==> config.mk <==
export PLATFORM = sky130hd
export DESIGN_NAME = ppi_ctrl
export DESIGN_NICKNAME = d
export VERILOG_FILES = /design/src/rtl/ppi_pkg.sv /design/src/rtl/ppi_mode_reg.sv /design/src/rtl/ppi_latch.sv /design/src/rtl/ppi_inte.sv /design/src/rtl/ppi_ctrl.sv
export SDC_FILE = /design/constraint.sdc
export NUM_CORES = 1
export LEC_CHECK = 0
export BUFFER_PORTS_ARGS = -buffer_cell sky130_fd_sc_hd__buf_2
export CAP_MARGIN = 0
export CORE_UTILIZATION = 52
export CTS_CLUSTER_DIAMETER = 30
export DETAILED_ROUTE_END_ITERATION = 16
export PLACE_DENSITY_LB_ADDON = 0.08
export SLEW_MARGIN = 40
export SYNTH_ARGS = -nofsm -noshare
export SYNTH_HDL_FRONTEND = slang
export SYNTH_SLANG_ARGS = --single-unit
==> constraint.sdc <==
create_clock -name clk -period 3 [get_ports clk]
set_input_delay 0.75 -clock clk [delete_from_list [all_inputs] [get_ports clk]]
set_output_delay 0.75 -clock clk [all_outputs]
set_load 0.02 [all_outputs]
==> src/rtl/ppi_pkg.sv <==
// Shared constants, types and the mask derivation for the parallel port
// control unit. Assumes the fixed 8-bit control-word encoding.
package ppi_pkg;

    localparam int PORT_W  = 8;
    localparam int N_PORTS = 3;
    localparam int SEL_W   = $clog2(N_PORTS + 1);
    localparam int BIT_W   = $clog2(PORT_W);

    typedef logic [PORT_W-1:0] port_t;

    // Write targets on the host side
    typedef enum logic [SEL_W-1:0] {
        SEL_A   = 2'd0,
        SEL_B   = 2'd1,
        SEL_C   = 2'd2,
        SEL_CTL = 2'd3
    } sel_e;

    // Configuration-word field positions (decoded by this block)
    localparam int CW_FLAG   = 7;
    localparam int CW_AMODE2 = 6;
    localparam int CW_AMODE1 = 5;
    localparam int CW_ADIR   = 4;
    localparam int CW_CHIDIR = 3;
    localparam int CW_BMODE  = 2;
    localparam int CW_BDIR   = 1;
    localparam int CW_CLODIR = 0;

    // Port C bits that carry the port A input-side and output-side enables
    localparam int C_RX_BIT = 4;
    localparam int C_TX_BIT = 6;
    localparam int C_B_BIT  = 2;

    typedef struct packed {
        port_t a;
        port_t b;
        port_t c;
    } masks_t;

    // Derive all write masks from one configuration word
    function automatic masks_t derive_masks(input port_t cw);
        masks_t m;
        port_t  strip;
        m.a = cw[CW_ADIR] ? '0 : '1;
        m.b = cw[CW_BDIR] ? '0 : '1;
        m.c = {(cw[CW_CHIDIR] ? 4'h0 : 4'hF), (cw[CW_CLODIR] ? 4'h0 : 4'hF)};
        strip = '0;
        if (cw[CW_BMODE])
            strip = strip | 8'h07;
        if (cw[CW_AMODE2])
            strip = strip | 8'hF8;
        else if (cw[CW_AMODE1])
            strip = strip | (cw[CW_ADIR] ? 8'h38 : 8'hC8);
        m.c = m.c & ~strip;
        return m;
    endfunction

endpackage

==> src/rtl/ppi_mode_reg.sv <==
// Holds the configuration word and presents the write masks derived from it.
// Assumes load is asserted only for words whose flag bit is set.
module ppi_mode_reg
    import ppi_pkg::*;
#(
    parameter port_t RST_MODE = 8'h9B
) (
    input  logic   clk,
    input  logic   rst_n,
    input  logic   load,
    input  port_t  din,
    output port_t  mode_q,
    output masks_t masks
);

    // Capture a new configuration word
    always_ff @(posedge clk) begin
        if (!rst_n)
            mode_q <= RST_MODE;
        else if (load)
            mode_q <= din;
    end

    // Masks follow the stored word
    always_comb masks = derive_masks(mode_q);

endmodule

==> src/rtl/ppi_latch.sv <==
// One port output latch. A clear keeps only the bits in keep_bits; an update
// replaces the bits in upd_bits with upd_val. Assumes clr and upd never coincide.
module ppi_latch #(
    parameter int W = 8
) (
    input  logic         clk,
    input  logic         rst_n,
    input  logic         clr_en,
    input  logic [W-1:0] keep_bits,
    input  logic         upd_en,
    input  logic [W-1:0] upd_bits,
    input  logic [W-1:0] upd_val,
    output logic [W-1:0] q
);

    // Latch storage with masked clear and masked update
    always_ff @(posedge clk) begin
        if (!rst_n)
            q <= '0;
        else if (clr_en)
            q <= q & keep_bits;
        else if (upd_en)
            q <= (q & ~upd_bits) | (upd_val & upd_bits);
    end

endmodule

==> src/rtl/ppi_inte.sv <==
// Interrupt-enable flags for the strobed modes, loaded by port C bit commands
// that the current configuration routes to them. Assumes cmd_en marks a bit command.
module ppi_inte
    import ppi_pkg::*;
(
    input  logic             clk,
    input  logic             rst_n,
    input  logic             cmd_en,
    input  logic [BIT_W-1:0] cmd_bit,
    input  logic             cmd_val,
    input  port_t            mode_q,
    output logic             rx_q,
    output logic             tx_q,
    output logic             b_q
);

    logic a_m2, a_m1, a_in;
    logic hit_rx, hit_tx, hit_b;

    // Decide which flag, if any, the command targets
    always_comb begin
        a_m2   = mode_q[CW_AMODE2];
        a_m1   = !mode_q[CW_AMODE2] && mode_q[CW_AMODE1];
        a_in   = mode_q[CW_ADIR];
        hit_rx = cmd_en && (cmd_bit == BIT_W'(C_RX_BIT)) && (a_m2 || (a_m1 && a_in));
        hit_tx = cmd_en && (cmd_bit == BIT_W'(C_TX_BIT)) && (a_m2 || (a_m1 && !a_in));
        hit_b  = cmd_en && (cmd_bit == BIT_W'(C_B_BIT)) && mode_q[CW_BMODE];
    end

    // Flag storage
    always_ff @(posedge clk) begin
        if (!rst_n) begin
            rx_q <= 1'b0;
            tx_q <= 1'b0;
            b_q  <= 1'b0;
        end else begin
            if (hit_rx) rx_q <= cmd_val;
            if (hit_tx) tx_q <= cmd_val;
            if (hit_b)  b_q  <= cmd_val;
        end
    end

endmodule

==> src/rtl/ppi_ctrl.sv <==
// Top of the parallel port control-word unit: decodes host writes, keeps
// the configuration, the three port latches and the interrupt enables.
// Assumes one write per cycle, qualified by wr_en.
module ppi_ctrl
    import ppi_pkg::*;
#(
    parameter logic [7:0] RST_MODE = 8'h9B
) (
    input  logic       clk,
    input  logic       rst_n,
    input  logic       wr_en,
    input  logic [1:0] wr_sel,
    input  logic [7:0] wr_data,
    output logic [7:0] pa_out,
    output logic [7:0] pa_oe,
    output logic [7:0] pb_out,
    output logic [7:0] pb_oe,
    output logic [7:0] pc_out,
    output logic [7:0] pc_oe,
    output logic       inte_a_rx,
    output logic       inte_a_tx,
    output logic       inte_b,
    output logic [7:0] mode_word
);

    logic   ctl_wr, cfg_wr, cmd_wr;
    masks_t cur_m, new_m;
    logic [BIT_W-1:0] cmd_bit;
    port_t  cmd_onehot;

    port_t  keep_v [N_PORTS];
    port_t  mask_v [N_PORTS];
    logic   upd_v  [N_PORTS];
    port_t  bits_v [N_PORTS];
    port_t  val_v  [N_PORTS];
    port_t  q_v    [N_PORTS];

    // Classify the host write
    always_comb begin
        ctl_wr     = wr_en && (wr_sel == SEL_CTL);
        cfg_wr     = ctl_wr && wr_data[CW_FLAG];
        cmd_wr     = ctl_wr && !wr_data[CW_FLAG];
        cmd_bit    = wr_data[BIT_W:1];
        cmd_onehot = port_t'(1) << cmd_bit;
        new_m      = derive_masks(wr_data);
    end

    ppi_mode_reg #(.RST_MODE(RST_MODE)) u_mode (
        .clk   (clk),
        .rst_n (rst_n),
        .load  (cfg_wr),
        .din   (wr_data),
        .mode_q(mode_word),
        .masks (cur_m)
    );

    // Per-port controls for the latch array
    always_comb begin
        keep_v[0] = new_m.a;
        keep_v[1] = new_m.b;
        keep_v[2] = new_m.c;
        mask_v[0] = cur_m.a;
        mask_v[1] = cur_m.b;
        mask_v[2] = cur_m.c;
        for (int p = 0; p < N_PORTS; p++) begin
            upd_v[p]  = wr_en && (wr_sel == SEL_W'(p));
            bits_v[p] = mask_v[p];
            val_v[p]  = wr_data;
        end
        if (cmd_wr) begin
            upd_v[2]  = 1'b1;
            bits_v[2] = cur_m.c & cmd_onehot;
            val_v[2]  = {PORT_W{wr_data[0]}};
        end
    end

    for (genvar p = 0; p < N_PORTS; p++) begin : g_latch
        ppi_latch #(.W(PORT_W)) u_latch (
            .clk      (clk),
            .rst_n    (rst_n),
            .clr_en   (cfg_wr),
            .keep_bits(keep_v[p]),
            .upd_en   (upd_v[p]),
            .upd_bits (bits_v[p]),
            .upd_val  (val_v[p]),
            .q        (q_v[p])
        );
    end

    ppi_inte u_inte (
        .clk    (clk),
        .rst_n  (rst_n),
        .cmd_en (cmd_wr),
        .cmd_bit(cmd_bit),
        .cmd_val(wr_data[0]),
        .mode_q (mode_word),
        .rx_q   (inte_a_rx),
        .tx_q   (inte_a_tx),
        .b_q    (inte_b)
    );

    // Drive the port outputs
    always_comb begin
        pa_out = q_v[0];
        pb_out = q_v[1];
        pc_out = q_v[2];
        pa_oe  = cur_m.a;
        pb_oe  = cur_m.b;
        pc_oe  = cur_m.c;
    end

endmodule

# == Word-level counts from Yosys, hierarchy flattened ==
# Index checks and enable logic that the tools add are counted.
# totals
regBits,35
wordCells,85
in_bits,13
# op_classes
n_bitwise,22
muxes,25
reduce_logical,24
n_eq_ne,6
n_shift,1
# op_table
cell,count
$mux 8,18
$and 8x8->8,12
$not 8->8,5
$or 8x8->8,3
$mux 4,4
$or 3x8->8,2
$logic_and 1x1->1,15
$shl 1x3->8 const A,1
$eq 3x3->1 const B,2
$mux 3,2
$reduce_bool 2->1,3
$eq 2x2->1 const B,2
$eq 3x2->1 const B,1
$logic_not 1->1,3
$eq 2x1->1 const B,1
$logic_not 2->1,1
$logic_or 1x1->1,2
$mux 1,1

# == Depth between registers and ports, before layout ==
# Gate-level depths: netlist (run 1).
# depth
depth_word,13
ltp_mapped,6

# == Hierarchy ==
# A second synthesis (run 1) with hierarchy kept.
# hier_totals
cells_unflattened,232
area_unflattened_um2,2077.0
# modules_own_cells
module,cells_each,area_each_um2,seq_area_each_um2,n_inst
ppi_latch,42,384.1,160.2,3
ppi_mode_reg,49,450.4,160.2,1
ppi_ctrl,41,312.8,0.0,1
ppi_inte,16,161.4,60.1,1

# == Least setup slack after synthesis (run 1) ==
# No wires, ideal clock.
# synth_timing
kind,flip-flop to output port
start,register u_mode.mode_q[6]
end,output pc_oe[5]
path_slack_ps,757
path_stages_with_launch,3
n_path_buf,1
arrival_time_ps,1493
t_required_ps,2250
cell_sequence,dfxtp_1 -> a211oi_1 -> buf_4
# synth_between
elab_chain_cells,3
# synth_rtl
item,line_no,source
from (decl),ppi_mode_reg.sv:12,"output port_t mode_q,"
from (signal assigned),ppi_mode_reg.sv:21,mode_q <= din;
$mux 8,ppi_pkg.sv:51,if (cw[CW_AMODE2])
$not 8->8,ppi_pkg.sv:55,m.c = m.c & ~strip;
$and 8x8->8,ppi_pkg.sv:55,
to (decl),ppi_ctrl.sv:19,"output logic [7:0] pc_oe,"
# Every way passes these cells.

# == Worst setup path in the final report (run 1) ==
# layout_timing
start,register u_mode.mode_q[4]
end,output pc_oe[4]
# layout_between
elab_chain_cells,6
# layout_rtl
item,line_no,source
$mux 8,ppi_pkg.sv:54,strip = strip | (cw[CW_ADIR] ? 8'h38 : 8'hC8);
$or 3x8->8,ppi_pkg.sv:54,
$mux 8,ppi_pkg.sv:53,else if (cw[CW_AMODE1])
$mux 8,ppi_pkg.sv:51,
$not 8->8,ppi_pkg.sv:55,
$and 8x8->8,ppi_pkg.sv:55,
# Every way passes these cells.

==> results.md, run 1 <==
- In this run, post-CTS hold repair placed 0 buffers.
- The biggest area contributor in the post-synthesis netlist is sky130_fd_sc_hd__dfxtp_1.
- Once placement finished, the instance area stood at 0.00208 mm2.
- The number of inserted diodes is 0.
- The kind of critical path is register to output port.
- The count of state elements after synthesis is 35.
- Clock-pin slew was measured on the worst setup and hold paths at ~0.11 ns.
- The gate family responsible for the most delay along the worst path is compound AO/OA/AOI/OAI gates.
- The remaining global-route overflow is 0.
- Once the floorplan was initialized, standard cells occupied 55.0% of the core.
- The die boundary width is 61.9 um.
- OpenSTA, run right after detailed placement, puts the worst setup slack at 0.936 ns.
- Together, buffers and inverters on the worst path number 1.
- Once the clock tree was built, the resizer swapped 0 gates to a different size.
- The die height is 61.9 um.
- The post-synth design cell area is 0.00187 mm2.
- The number of slew-limit violations in the final report is 0.
- The post-layout total power is 0.000894 W.
- The post-synthesis sequential area ratio is 37.6%.
- The CTS tree is done.
- The net count after synthesis is 246.
- The area growth from synthesis to final layout is 15.5%.
- The switching component of the power is 0.000252 W.
- The number of global-route vias before repair is 1,456.
- The global-route wire length before repair is 7.09 mm.
- The peak clock frequency supported by timing is 0.435 GHz.
- The mean area per synthesized cell is 8.01 um2.
- For this run, asynchronously set or reset flops after synthesis account for 0%.
- Adding up every negative setup slack in the final design gives 0 ns.
- The number of antenna violations at the first check in global routing is 0.
- The synthesized design contains 0 enable-type register cells.
- The worst relative slew slack is around three fifths.
- The fraction of the cycle the final worst path needs is 76.6%.
- The share of cells above drive strength 1 is 30.2%.
- Across the VDD grid, the largest voltage drop is between 200 and 300 uV.
- Summed over its instances, the top area cell type makes up 37.6% of the synthesized netlist area.
- The mean number of vias per cell is 5.55.
- By area the synthesized netlist is led by sky130_fd_sc_hd__dfxtp_1, sky130_fd_sc_hd__nand2_1, sky130_fd_sc_hd__buf_4, sky130_fd_sc_hd__a21oi_1, sky130_fd_sc_hd__a21boi_0.
- CTS saw 35 sinks.
- The maximum number of pins on one net before global-route repair is 25.
- The DRC violation count after routing is 0.
- Setup repair after global routing left no endpoint under its margin.
- The root buffer cell chosen for the clock tree is sky130_fd_sc_hd__clkbuf_4.
- Across the routed clock network, the largest skew measured is 0.00846 ns.
- The final RePlAce weighted congestion is roughly 0.85.
- Walking the worst path, the cells encountered are a211oi_1 -> buf_2.
- The critical path startpoint category is a register.
- The final-stage net count is 293.
- The first TritonRoute pass finished after 4 iterations.
- The class of the tightest hold or removal check is register to register.
- Across the run, the number of max-cap violations was 0.
- The predominant post-synthesis flop cell is sky130_fd_sc_hd__dfxtp_1.
- The final setup violation count is 0.
- The transition time at the pin with the least slew margin is 0.568 ns.
- The required arrival time at the worst endpoint is 2.25 ns.
- Cell internal power was estimated by the tool at 0.000642 W.
- The arrival time at the worst endpoint is 1.55 ns.
- In this run the deepest clock path goes through 2 buffers.
- The maximum cell stage delay along the critical path is 0.52 ns.
- After detailed routing, the total wire length is roughly 4.7 mm.
- The cell with the largest stage delay on the worst path is sky130_fd_sc_hd__a211oi_1.
- After floorplanning, the core was sized to cover 0.00339 mm2.
- In the detailed route, the total length drawn on met3 is 324 um.
- In this run the number of H-tree levels came out at 2.
- The element type at the critical path end is an output port.
- The number of buffers inserted by post-CTS setup repair is 0.
- The length of routed wiring on met1 is 2.25 mm.
- The floorplan has 21 rows.
- The detail route stage leaves a number of antenna-violating nets equal to 0.
- The total non-filler cell area in the finished layout is 0.00215 mm2.
- The quantity of I/O buffers inserted on ports is 71.
- The synthesized instance count is between 200 and 250.
- The netlist uses 43 different library cells.
- Subtracting the final worst setup slack from the clock period gives 2.30 ns.
- The top routing layer in use is met4.
- Summed over all nets, the half-perimeter wirelength after detailed placement is 3.24 mm.
- Summed over all cells, the static leakage comes to between 0.9 and 1 nW.
- The detailed-route via count is ~1,800.
- The part of the total power dissipated in combinational logic is between 10% and 20%.
- The switching fraction of total power is 28.2%.
- The aggregate global-route resource usage is around a quarter.
- Along the worst path, the maximum fanout reaches 7.
- The number of ports placed on the die boundary is 72.
- The number of DRC violations after detailed-routing iteration 0 is 100.
- The run finished with clean final reports.
- The number of buffers created by CTS is 5.
- Clock latency on the worst-skew pair, taken at its later pin, is 0.34 ns.
- Once routing completed, OpenROAD measured the worst setup slack at 0.703 ns.
- The count of warnings emitted by yosys is 0.
- The total power divided by cell area is 415 mW/mm2.
- The slack of the worst reg-to-reg path is 1.45 ns.
- The number of hold-slack violations in the final timing report is 0.
- The floorplan die area is around 0.0038 mm2.
- The per-cell routed wire length is around 14 um.
- After detailed routing, the met2 layer carries about 2.1 mm of wire.
- The power share of the sequential group is between 50% and 60%.
- The fraction of power consumed by the clock network is 33.2%.
-- worst register-to-register path: stages (launching register included) --
cell and delay [ns]:
sky130_fd_sc_hd__dfxtp_1 0.51, sky130_fd_sc_hd__nor2b_1 0.12, sky130_fd_sc_hd__nor4_1 0.41, sky130_fd_sc_hd__o21ai_0 0.16, sky130_fd_sc_hd__a32o_1 0.27
-- metal layers --
layer	vias to the layer above	global-route usage, %
met2	84	38.7
met4	0	10.2
met3	4	4.35
li1	900	-
met5	-	0
met1	827	35.9
-- cell usage after synthesis, types with 2 or more instances --
| cell type | number |
|---|---|
| sky130_fd_sc_hd__nand2_1 | 52 |
| sky130_fd_sc_hd__nor4_1 | 2 |
| sky130_fd_sc_hd__o31ai_1 | 3 |
| sky130_fd_sc_hd__o21ai_0 | 5 |
| sky130_fd_sc_hd__nand3_1 | 7 |
| sky130_fd_sc_hd__a21boi_0 | 7 |
| sky130_fd_sc_hd__a31oi_1 | 3 |
| sky130_fd_sc_hd__or3_1 | 2 |
| sky130_fd_sc_hd__and4_1 | 2 |
| sky130_fd_sc_hd__nor3_2 | 2 |
| sky130_fd_sc_hd__a32o_1 | 2 |
| sky130_fd_sc_hd__buf_4 | 19 |
| sky130_fd_sc_hd__and2_0 | 2 |
| sky130_fd_sc_hd__and3_1 | 2 |
| sky130_fd_sc_hd__clkbuf_1 | 5 |
| sky130_fd_sc_hd__nor2_1 | 5 |
| sky130_fd_sc_hd__o2bb2ai_1 | 2 |
| sky130_fd_sc_hd__a21oi_1 | 19 |
| sky130_fd_sc_hd__dfxtp_1 | 35 |
| sky130_fd_sc_hd__nor2b_1 | 5 |
| sky130_fd_sc_hd__nor3_1 | 4 |
| sky130_fd_sc_hd__buf_2 | 7 |
| sky130_fd_sc_hd__nor4bb_1 | 2 |
| sky130_fd_sc_hd__a211oi_1 | 3 |
| sky130_fd_sc_hd__inv_1 | 7 |
| sky130_fd_sc_hd__o211ai_1 | 7 |
| sky130_fd_sc_hd__mux2i_1 | 4 |
| sky130_fd_sc_hd__nand2b_1 | 3 |
-- placed cells by master, fill, tap and decap left out, drive strengths merged, types with 4 or more instances in the layout --
cell and n:
buf 71, nor2b 5, nand3 7, nor3 6, mux2i 4, dfxtp 35, o211ai 7, inv 7
a21boi 7, a21oi 19, o21ai 5, nand2 52, clkbuf 7, nor2 5
-- worst paths after layout --
kind,start,endpoint,cells after the start
max reg2reg,u_mode.mode_q[4]$_SDFFE_PN1P_,register,4
max,u_mode.mode_q[4]$_SDFFE_PN1P_,pc_oe[4],2
min,u_mode.mode_q[7]$_SDFFE_PN1P_,u_mode.mode_q[7]$_SDFFE_PN1P_,1
min reg2reg,u_mode.mode_q[7]$_SDFFE_PN1P_,u_mode.mode_q[7]$_SDFFE_PN1P_,1
-- metrics by stage --
| step | hold slack [ns] | util, % | std cells |
|---|---|---|---|
| 2_1_floorplan | 0.535 | - | 233 |
| 3_3_place_gp | 0.422 | 61.4 | 319 |
| 3_5_place_dp | 0.429 | 61.4 | 319 |
| 4_1_cts | 0.454 | 63.6 | 327 |
| 5_1_grt | 0.475 | 63.6 | 327 |
| 6_report | 0.450 | 63.6 | 327 |
-- power by group through the flow --
stage	Clock (W)	Sequential, W	Combinational [W]
after floorplan	0	0.000488	0.0000862
after global placement	0	0.000484	0.000121
after detailed placement	0	0.000484	0.000121
after CTS	0.000303	0.000474	0.000122
after global routing	0.000321	0.000475	0.000133
final	0.000297	0.000474	0.000123
-- layout make-up --
| cell class | count | area, um2 |
|---|---|---|
| fillers | 327 | 1230 |
| multi-input cells | 160 | 942 |
| flip-flops and latches | 35 | 701 |
| repair buffers | 71 | 355 |
| clock buffers | 7 | 65.1 |
| well taps | 46 | 57.6 |
| inverters | 7 | 26.3 |
| clock inverters | 1 | 7.51 |
-- logic make-up (layout without fill, tap and decap cells) --
group                  after synthesis  after routing  synth area share [%]
AOI/OAI and AO/OA                   58             58                  20.6
buffers and inverters               38             86                  11.9
DFF                                 35             35                  37.6
muxes                                4              4                  2.15
and+or+nand+nor                     98             98                  27.8
(Power assumes the default switching activity.)
==> run 2: changes to the inputs <==
--- a/config.mk
+++ b/config.mk
@@ -5,9 +5,10 @@
 export SDC_FILE = /design/constraint.sdc
 export NUM_CORES = 1
 export LEC_CHECK = 0
+export ABC_AREA = 1
 export BUFFER_PORTS_ARGS = -buffer_cell sky130_fd_sc_hd__buf_2
 export CAP_MARGIN = 0
-export CORE_UTILIZATION = 52
+export CORE_UTILIZATION = 44
 export CTS_CLUSTER_DIAMETER = 30
 export DETAILED_ROUTE_END_ITERATION = 16
 export PLACE_DENSITY_LB_ADDON = 0.08
==> constraint.sdc (replaced) <==
create_clock -name clk -period 1.86 [get_ports clk]
set_input_delay 0.465 -clock clk [delete_from_list [all_inputs] [get_ports clk]]
set_output_delay 0.465 -clock clk [all_outputs]
set_load 0.02 [all_outputs]
==> results.md, run 2 <==
- The run finished with clean final reports.
- The top cell types in the final layout, fill and taps aside, are sky130_fd_sc_hd__buf_2, sky130_fd_sc_hd__nand2_1, sky130_fd_sc_hd__dfxtp_1, sky130_fd_sc_hd__nor2_1.
- The share of the core filled with cells is 55.2%.
- Once detail routing completed, the nets flagged for antenna violations numbered 0.
- The post-synthesis sequential area ratio is between 30 and 40%.
- Counting the buffers created by CTS gives 5.
- The number of sinks handled by clock tree synthesis is 35.
- Max-cap violations in this run came to 0.
- After synthesis, the most frequently instantiated cells are sky130_fd_sc_hd__nand2_1, sky130_fd_sc_hd__dfxtp_1, sky130_fd_sc_hd__nor2_1, sky130_fd_sc_hd__inv_1, sky130_fd_sc_hd__nand3_1.
- A synthesized cell averages 6.85 um2.
- The congestion estimate from routability-driven global placement came to 0.876.
- Including well taps, the total number of placed cells is 376.
- Entering global routing, the biggest net connects 16 pins.
- The per-cell routed wire length is 12.7 um.
- Of all flip-flops after synthesis, the portion carrying an async set or reset was 0%.
- 72 I/O pins were placed.
- In this run the standard cell core region covers around 0.0041 mm2.
- From synthesis to final layout, the design area changed by 18.5%.
- By instance count, the leading cell after synthesis is sky130_fd_sc_hd__nand2_1.
- In this run, synthesis inferred 0 flip-flops with an integrated enable.
- The number of antenna violations at the first check in global routing is 0.
- For met3 alone, demand over resource in global routing was 5.24%.
- The number of slew-limit violations in the final report is 0.
- The floorplan step set the die height to 67.6 um.
- The global-route wire length before repair is 7.70 mm.
- Summed over all layers, the routed wires come to ~5 mm.
- After layout, the minimum clock period comes to 1.76 ns.
- The pre-antenna-repair detailed-routing pass consisted of 4 iterations.
- Of the total power, the share spent switching nets is 29.6%.
- For the pin with the worst max-slew slack, the measured transition is 0.375 ns.
- The clock insertion delay at the later pin of the skew report is 0.29 ns.
- The setup path with the least slack is of type register to output port.
- The worst relative slew slack is roughly 75%.
- The initialized floorplan defines 23 standard-cell rows.
- The floorplan die area is around 0.0046 mm2.
- Across the whole layout, storage elements account for 701 um2.
- Summing every instance area after synthesis gives between 0.0015 and 0.002 mm2.
- The final-stage net count is 346.
- The total power divided by cell area is 694 mW/mm2.
- The worst setup path is captured at an output port.
- The met2 capacity usage during global routing is 33.9%.
- Hold timing on the final database bottoms out at a slack of approximately 0.45 ns.
- Synthesis produced 276 cells.
- The count of state elements after synthesis is 35.
- Derived from the worst setup path, the maximum achievable clock frequency is 0.568 GHz.
- The post-cts gate resize count is 0.
- The number of buffers inserted by post-CTS setup repair is 0.
- For met1 alone, demand over resource in global routing was 33.0%.
- The CTS tree is done.
- The share of cells above drive strength 1 is 29.3%.
- The tightest min-delay check is of the register to register type.
- The cell leakage power is between 1 and 1.5 nW.
- The power share of the sequential group is 49.8%.
- Ranked by total cell area, the synthesized netlist is headed by sky130_fd_sc_hd__dfxtp_1, sky130_fd_sc_hd__nand2_1, sky130_fd_sc_hd__buf_4, sky130_fd_sc_hd__nand3_1, sky130_fd_sc_hd__a21oi_1.
- The predominant post-synthesis flop cell is sky130_fd_sc_hd__dfxtp_1.
- The die boundary width is approximately 68 um.
- When the netlist entered floorplanning its net count stood at between 200 and 300.
- The H-tree depth is 2.
- The required arrival time at the worst endpoint is 1.39 ns.
- The busiest layer in global routing is met2.
- The quantity of I/O buffers inserted on ports is 71.
- Along the worst path, the maximum fanout reaches 12.
- After clock tree synthesis, the clock-pin slew on the worst setup and hold paths is 0.07 ns.
- The number of inserted diodes is 0.
- Fill cells in the final layout number 416.
- The internal power summed over all cells is 0.00109 W.
- The area of the multi-input gates is 882 um2.
- The fraction of the cycle the final worst path needs is about 95%.
- The count of warnings emitted by yosys is 0.
- The initial core utilization is 46.6%.
- The number of hold-slack violations in the final timing report is 0.
- The fraction of power consumed by the clock network is 35.4%.
- The aggregate global-route resource usage is a little under a quarter.
- The final HPWL from detailed placement is 3.63 mm.
- The detailed-route via count is 1,942.
- For the final routed database, the setup TNS stands at 0 ns.
- No sink is reached through more buffers than the 2 on the longest clock path.
- Setup violations remaining at the end of the flow were counted as 0.
- For the final database, setup skew stands at a little under 0.006 ns.
- In the routed layout, each cell is associated on average with a via count of between 5 and 6.
- The arrival time at the worst endpoint is between 1 and 1.5 ns.
- The final cell count without fillers is about 380.
- The top-area cell type share of the netlist area is 37.1%.
- The worst reg-to-reg path cell count is 9.
- STA classifies the critical path startpoint as a register.
- Across the VDD grid, the largest voltage drop is 458 uV.
- The DRC violation count after routing is 0.
- The remaining global-route overflow is 0.
- The number of DRC violations after detailed-routing iteration 0 is 128.
- Setup repair after global routing left no endpoint under its margin.
- Leaving out fill and tap cells, the most frequent cell in the layout is sky130_fd_sc_hd__buf_2.
- The instance count along the most critical hold path is 2.
- The cell at the root of the clock tree is sky130_fd_sc_hd__clkbuf_8.
- The number of different library cells used by synthesis comes to 26.
- The largest total area in the synthesized netlist belongs to sky130_fd_sc_hd__dfxtp_1.
- The number of global-route vias before repair was 1,598.
- The number of hold-repair buffers added at the cts stage is 0.
- The switching component of the power is 0.000461 W.
- Combinational cells account for 14.8% of the total power.
[run 2: worst paths after layout]
path	slack, ns	startpoint	to
hold / removal	0.45	u_mode.mode_q[7]$_SDFFE_PN1P_	u_mode.mode_q[7]$_SDFFE_PN1P_
setup / recovery	0.10	u_mode.mode_q[4]$_SDFFE_PN1P_	pc_oe[7]
hold reg to reg	0.45	u_mode.mode_q[7]$_SDFFE_PN1P_	u_mode.mode_q[7]$_SDFFE_PN1P_
setup reg to reg	0.58	u_mode.mode_q[4]$_SDFFE_PN1P_	register
[run 2: metal layers]
layer	wire, um	up-vias
met4	51	0
met1	2470	870
met2	2060	64
met3	287	5
li1	-	1003
met5	0	-
[run 2: cells by family (layout without fill, tap and decap cells)]
kind of cell / after synthesis / after routing / share of synthesized area (%)
and+or+nand+nor: 126 / 126 / 29.8
AOI/OAI and AO/OA: 58 / 58 / 16.8
buffers and inverters: 57 / 115 / 16.3
DFF: 35 / 35 / 37.1
[run 2: power groups by stage]
| stage | clock network [W] | registers, W | logic [W] |
|---|---|---|---|
| after detailed placement | 0 | 0.000791 | 0.000228 |
| final | 0.000550 | 0.000774 | 0.000231 |
| after floorplan | 0 | 0.000809 | 0.000141 |
| after CTS | 0.000556 | 0.000774 | 0.000229 |
| after global routing | 0.000584 | 0.000776 | 0.000255 |
| after global placement | 0 | 0.000791 | 0.000228 |
[run 2: area by class of cell]
| cell class | count | area share, % |
|---|---|---|
| Timing Repair Buffer | 76 | 17.5 |
| Sequential cell | 35 | 31.3 |
| Clock inverter | 2 | 0.559 |
| Multi-Input combinational cell | 184 | 39.4 |
| Tap cell | 50 | 2.79 |
| Inverter | 31 | 5.20 |
| Clock buffer | 6 | 3.24 |
[run 2: metrics by stage]
| step | total power, W | instance area, um2 | worst slack, ns |
|---|---|---|---|
| after floorplan | 0.000950 | 1890 | 0.119 |
| after global placement | 0.00102 | 2150 | 0.209 |
| after detailed placement | 0.00102 | 2150 | 0.187 |
| after CTS | 0.00156 | 2240 | 0.0333 |
| after global routing | 0.00161 | 2240 | 0.0143 |
| final | 0.00155 | 2240 | 0.100 |
[run 2: critical path, cell delays in order, from the launching register on]
cell	delay (ns)
sky130_fd_sc_hd__dfxtp_1	0.38
sky130_fd_sc_hd__inv_2	0.11
sky130_fd_sc_hd__nand2_1	0.09
sky130_fd_sc_hd__nand3_1	0.10
sky130_fd_sc_hd__inv_1	0.14
sky130_fd_sc_hd__buf_2	0.19
==> run 3: changes to the inputs <==
--- a/config.mk
+++ b/config.mk
@@ -5,7 +5,7 @@
 export SDC_FILE = /design/constraint.sdc
 export NUM_CORES = 1
 export LEC_CHECK = 0
-export ABC_AREA = 1
+export ABC_AREA = 0
 export BUFFER_PORTS_ARGS = -buffer_cell sky130_fd_sc_hd__buf_2
 export CAP_MARGIN = 0
 export CORE_UTILIZATION = 44
==> results.md, run 3 (synthesis gave the netlist of run 1 again) <==
- The run finished with clean final reports.
- The clock passes through at most 2 buffers.
- The number of inserted diodes is 0.
- The worst setup path is captured at an output port.
- The clock insertion delay at the later pin of the skew report is 0.29 ns.
- Setup repair after global routing left no endpoint under its margin.
- The switching fraction of total power is 26.8%.
- Port buffering added 71 buffers.
- In this run the remaining antenna-violating nets after routing total 0.
- The total negative slack for setup checks is 0 ns.
- The H-tree depth is 2.
- Entering global routing, the biggest net connects 25 pins.
- The startpoint identified for the worst register-to-register timing path is u_mode.mode_q[5]$_SDFFE_PN0P_.
- The peak clock frequency supported by timing is 0.569 GHz.
- For the pin with the worst max-slew slack, the measured transition is 0.459 ns.
- The arrival time at the worst endpoint is 1.29 ns.
- The cell leakage power is 1.01 nW.
- The peak ir drop on the vdd network is ~330 uV.
- The final setup violation count is 0.
- The number of hold-slack violations in the final timing report is 0.
- The switching component of the power is 0.000423 W.
- The CTS tree is done.
- The number of antenna violations at the first check in global routing came to 0.
- The die boundary width is 67.1 um.
- The worst register-to-register path has a setup slack of 0.35 ns.
- The fraction of the cycle the final worst path needs is 94.6%.
- The post-layout total power is 0.00158 W.
- The clock network is responsible for 38.8% of the overall power.
- The max-cap violation count is 0.
- The class of the tightest hold or removal check is register to register.
- The share of cells above drive strength 1 is about a third.
- Measured against its own limit, the worst slew margin works out to 69.2%.
- For this run, the slowest stage of the critical path takes 0.38 ns.
- The required arrival time at the worst endpoint is 1.39 ns.
- The number of global-route vias before repair is 1,617.
- Dividing the detail-routed wire length by the instance count gives 14.8 um.
- The root buffer cell chosen for the clock tree is sky130_fd_sc_hd__clkbuf_8.
- Leaving out filler cells and counting taps, the final layout contains 334.
- The critical path startpoint category is a register.
- Summing all non-filler instances in the final layout gives an area of 0.00222 mm2.
- The floorplan has 23 rows.
- The global-route wire length before repair is 8.00 mm.
- The die is 67.1 um tall.
- Dividing the detail-routed via count by the number of cells gives 5.44.
- The detailed router finished its first iteration with roughly 180 violations.
- After clock tree synthesis, the clock-pin slew on the worst setup and hold paths is 0.07 ns.
- The detailed-route via count is 1,818.
- The critical path in this run is classified as register to output port.
- In this run the power density over the cells is between 700 and 800 mW/mm2.
- The worst clock skew is 0.00342 ns.
- The worst hold path passes through 2 cells.
- In this run, CTS created clock tree buffers numbering 5.
- Among all stages on the critical path, the largest delay is contributed by sky130_fd_sc_hd__dfxtp_1.
- The final-stage net count is 296.
- The worst reg-to-reg path cell count is 4.
- Post-CTS repair changed the size of 0 cells.
- After global routing the overflow that remains totals 0.
- The aggregate global-route resource usage is 23.9%.
- The floorplan die area is between 0.004 and 0.005 mm2.
- The top cell types in the final layout, fill and taps aside, are sky130_fd_sc_hd__buf_2, sky130_fd_sc_hd__nand2_1, sky130_fd_sc_hd__dfxtp_1, sky130_fd_sc_hd__a21oi_1.
- The most common library cell in the layout ignoring fill and taps is sky130_fd_sc_hd__buf_2.
- Traced cell by cell, the critical path runs through a211oi_2 -> buf_2.
- In this run the post-CTS setup repair buffer count came out at 0.
- The final RePlAce weighted congestion is just under 0.9.
- The initial core utilization is 46.3%.
- After detailed routing, the number of remaining DRC violations is 0.
- Sequential cells account for 48.5% of the total power.
- Relative to the synthesized area, the layout overhead comes to 19.1%.
- The internal power summed over all cells is 0.00115 W.
- In this run the cell area measured after placement is approximately 0.0021 mm2.
- The number of slew-limit violations in the final report is 0.
- The number of sinks handled by clock tree synthesis is 35.
- The cell count after placement is 326.
- The number of ports placed on the die boundary is just over 70.
- Detailed placement finished with a half-perimeter wire length of 3.49 mm.
- The worst-path maximum fanout is 6.
- The routed wire length is approximately 5 mm.
- For this design, the CTS-stage hold fixing added 0 buffers.
- The clock period minus worst slack is 1.76 ns.
- After floorplanning, the core was sized to cover 0.00403 mm2.
- The total iterations of the first detailed-routing run is 4.
- The part of the total power dissipated in combinational logic is between 10% and 20%.
## run 3: changes by cell type in the layout (fill, tap and decap cells not counted), sizes merged, moves of 5 or more
cell    change
inv        -23
a21oi       -7
o211ai      +7
a21boi      +7
o21ai      -18
nand3      -20
nor2b       +5
nor2       -28
## run 3: critical path: cells and delay by family, from the launching register on
| kind | cells | cell delay, ns |
|---|---|---|
| flip-flops | 1 | 0.38 |
| buffers and inverters | 1 | 0.23 |
| AO/OA/AOI/OAI | 1 | 0.38 |
## run 3: layout make-up
cell class	count	area (um2)
Clock buffer	8	100
Timing Repair Buffer	74	378
Inverter	7	26.3
Tap cell	50	62.6
Sequential cell	35	701
Multi-Input combinational cell	160	955
Fill cell	426	1810
## run 3: worst max-delay path by stage
stage	from	to	slack [ns]	cells after the start
2_1_floorplan	u_mode.mode_q[4]$_SDFFE_PN1P_	pc_oe[7]	0.18	3
3_3_place_gp	wr_data[7]	u_inte.rx_q$_SDFFE_PN0P_	0.09	5
3_5_place_dp	wr_data[7]	u_inte.rx_q$_SDFFE_PN0P_	0.11	5
4_1_cts	u_mode.mode_q[5]$_SDFFE_PN0P_	pc_oe[6]	0.1	3
5_1_grt	u_mode.mode_q[6]$_SDFFE_PN0P_	pc_oe[5]	0.03	2
6_report	u_mode.mode_q[5]$_SDFFE_PN0P_	pc_oe[4]	0.10	2
## run 3: power groups by stage
stage / sequential, W / clock [W] / combinational, W
after floorplan: 0.000788 / 0 / 0.000140
after global routing: 0.000765 / 0.000656 / 0.000219
final: 0.000765 / 0.000612 / 0.000201
after detailed placement: 0.000781 / 0 / 0.000199
after CTS: 0.000764 / 0.000619 / 0.000200
after global placement: 0.000781 / 0 / 0.000200
## run 3: layer usage
layer	vias to the layer above	share of wire (%)	GRT usage [%]
li1	911	-	-
met2	70	45	36.5
met5	-	0	0
met4	0	1.5	9.04
met1	830	48	32.6
met3	7	5.9	4.79
## run 3: stage by stage
| step | util [%] | worst slack (ns) | hold WS [ns] |
|---|---|---|---|
| after floorplan | - | 0.179 | 0.535 |
| after global placement | 52.6 | 0.0857 | 0.427 |
| after detailed placement | 52.6 | 0.105 | 0.436 |
| after CTS | 55.1 | 0.0972 | 0.455 |
| after global routing | 55.2 | 0.0286 | 0.472 |
| final | 55.2 | 0.101 | 0.452 |
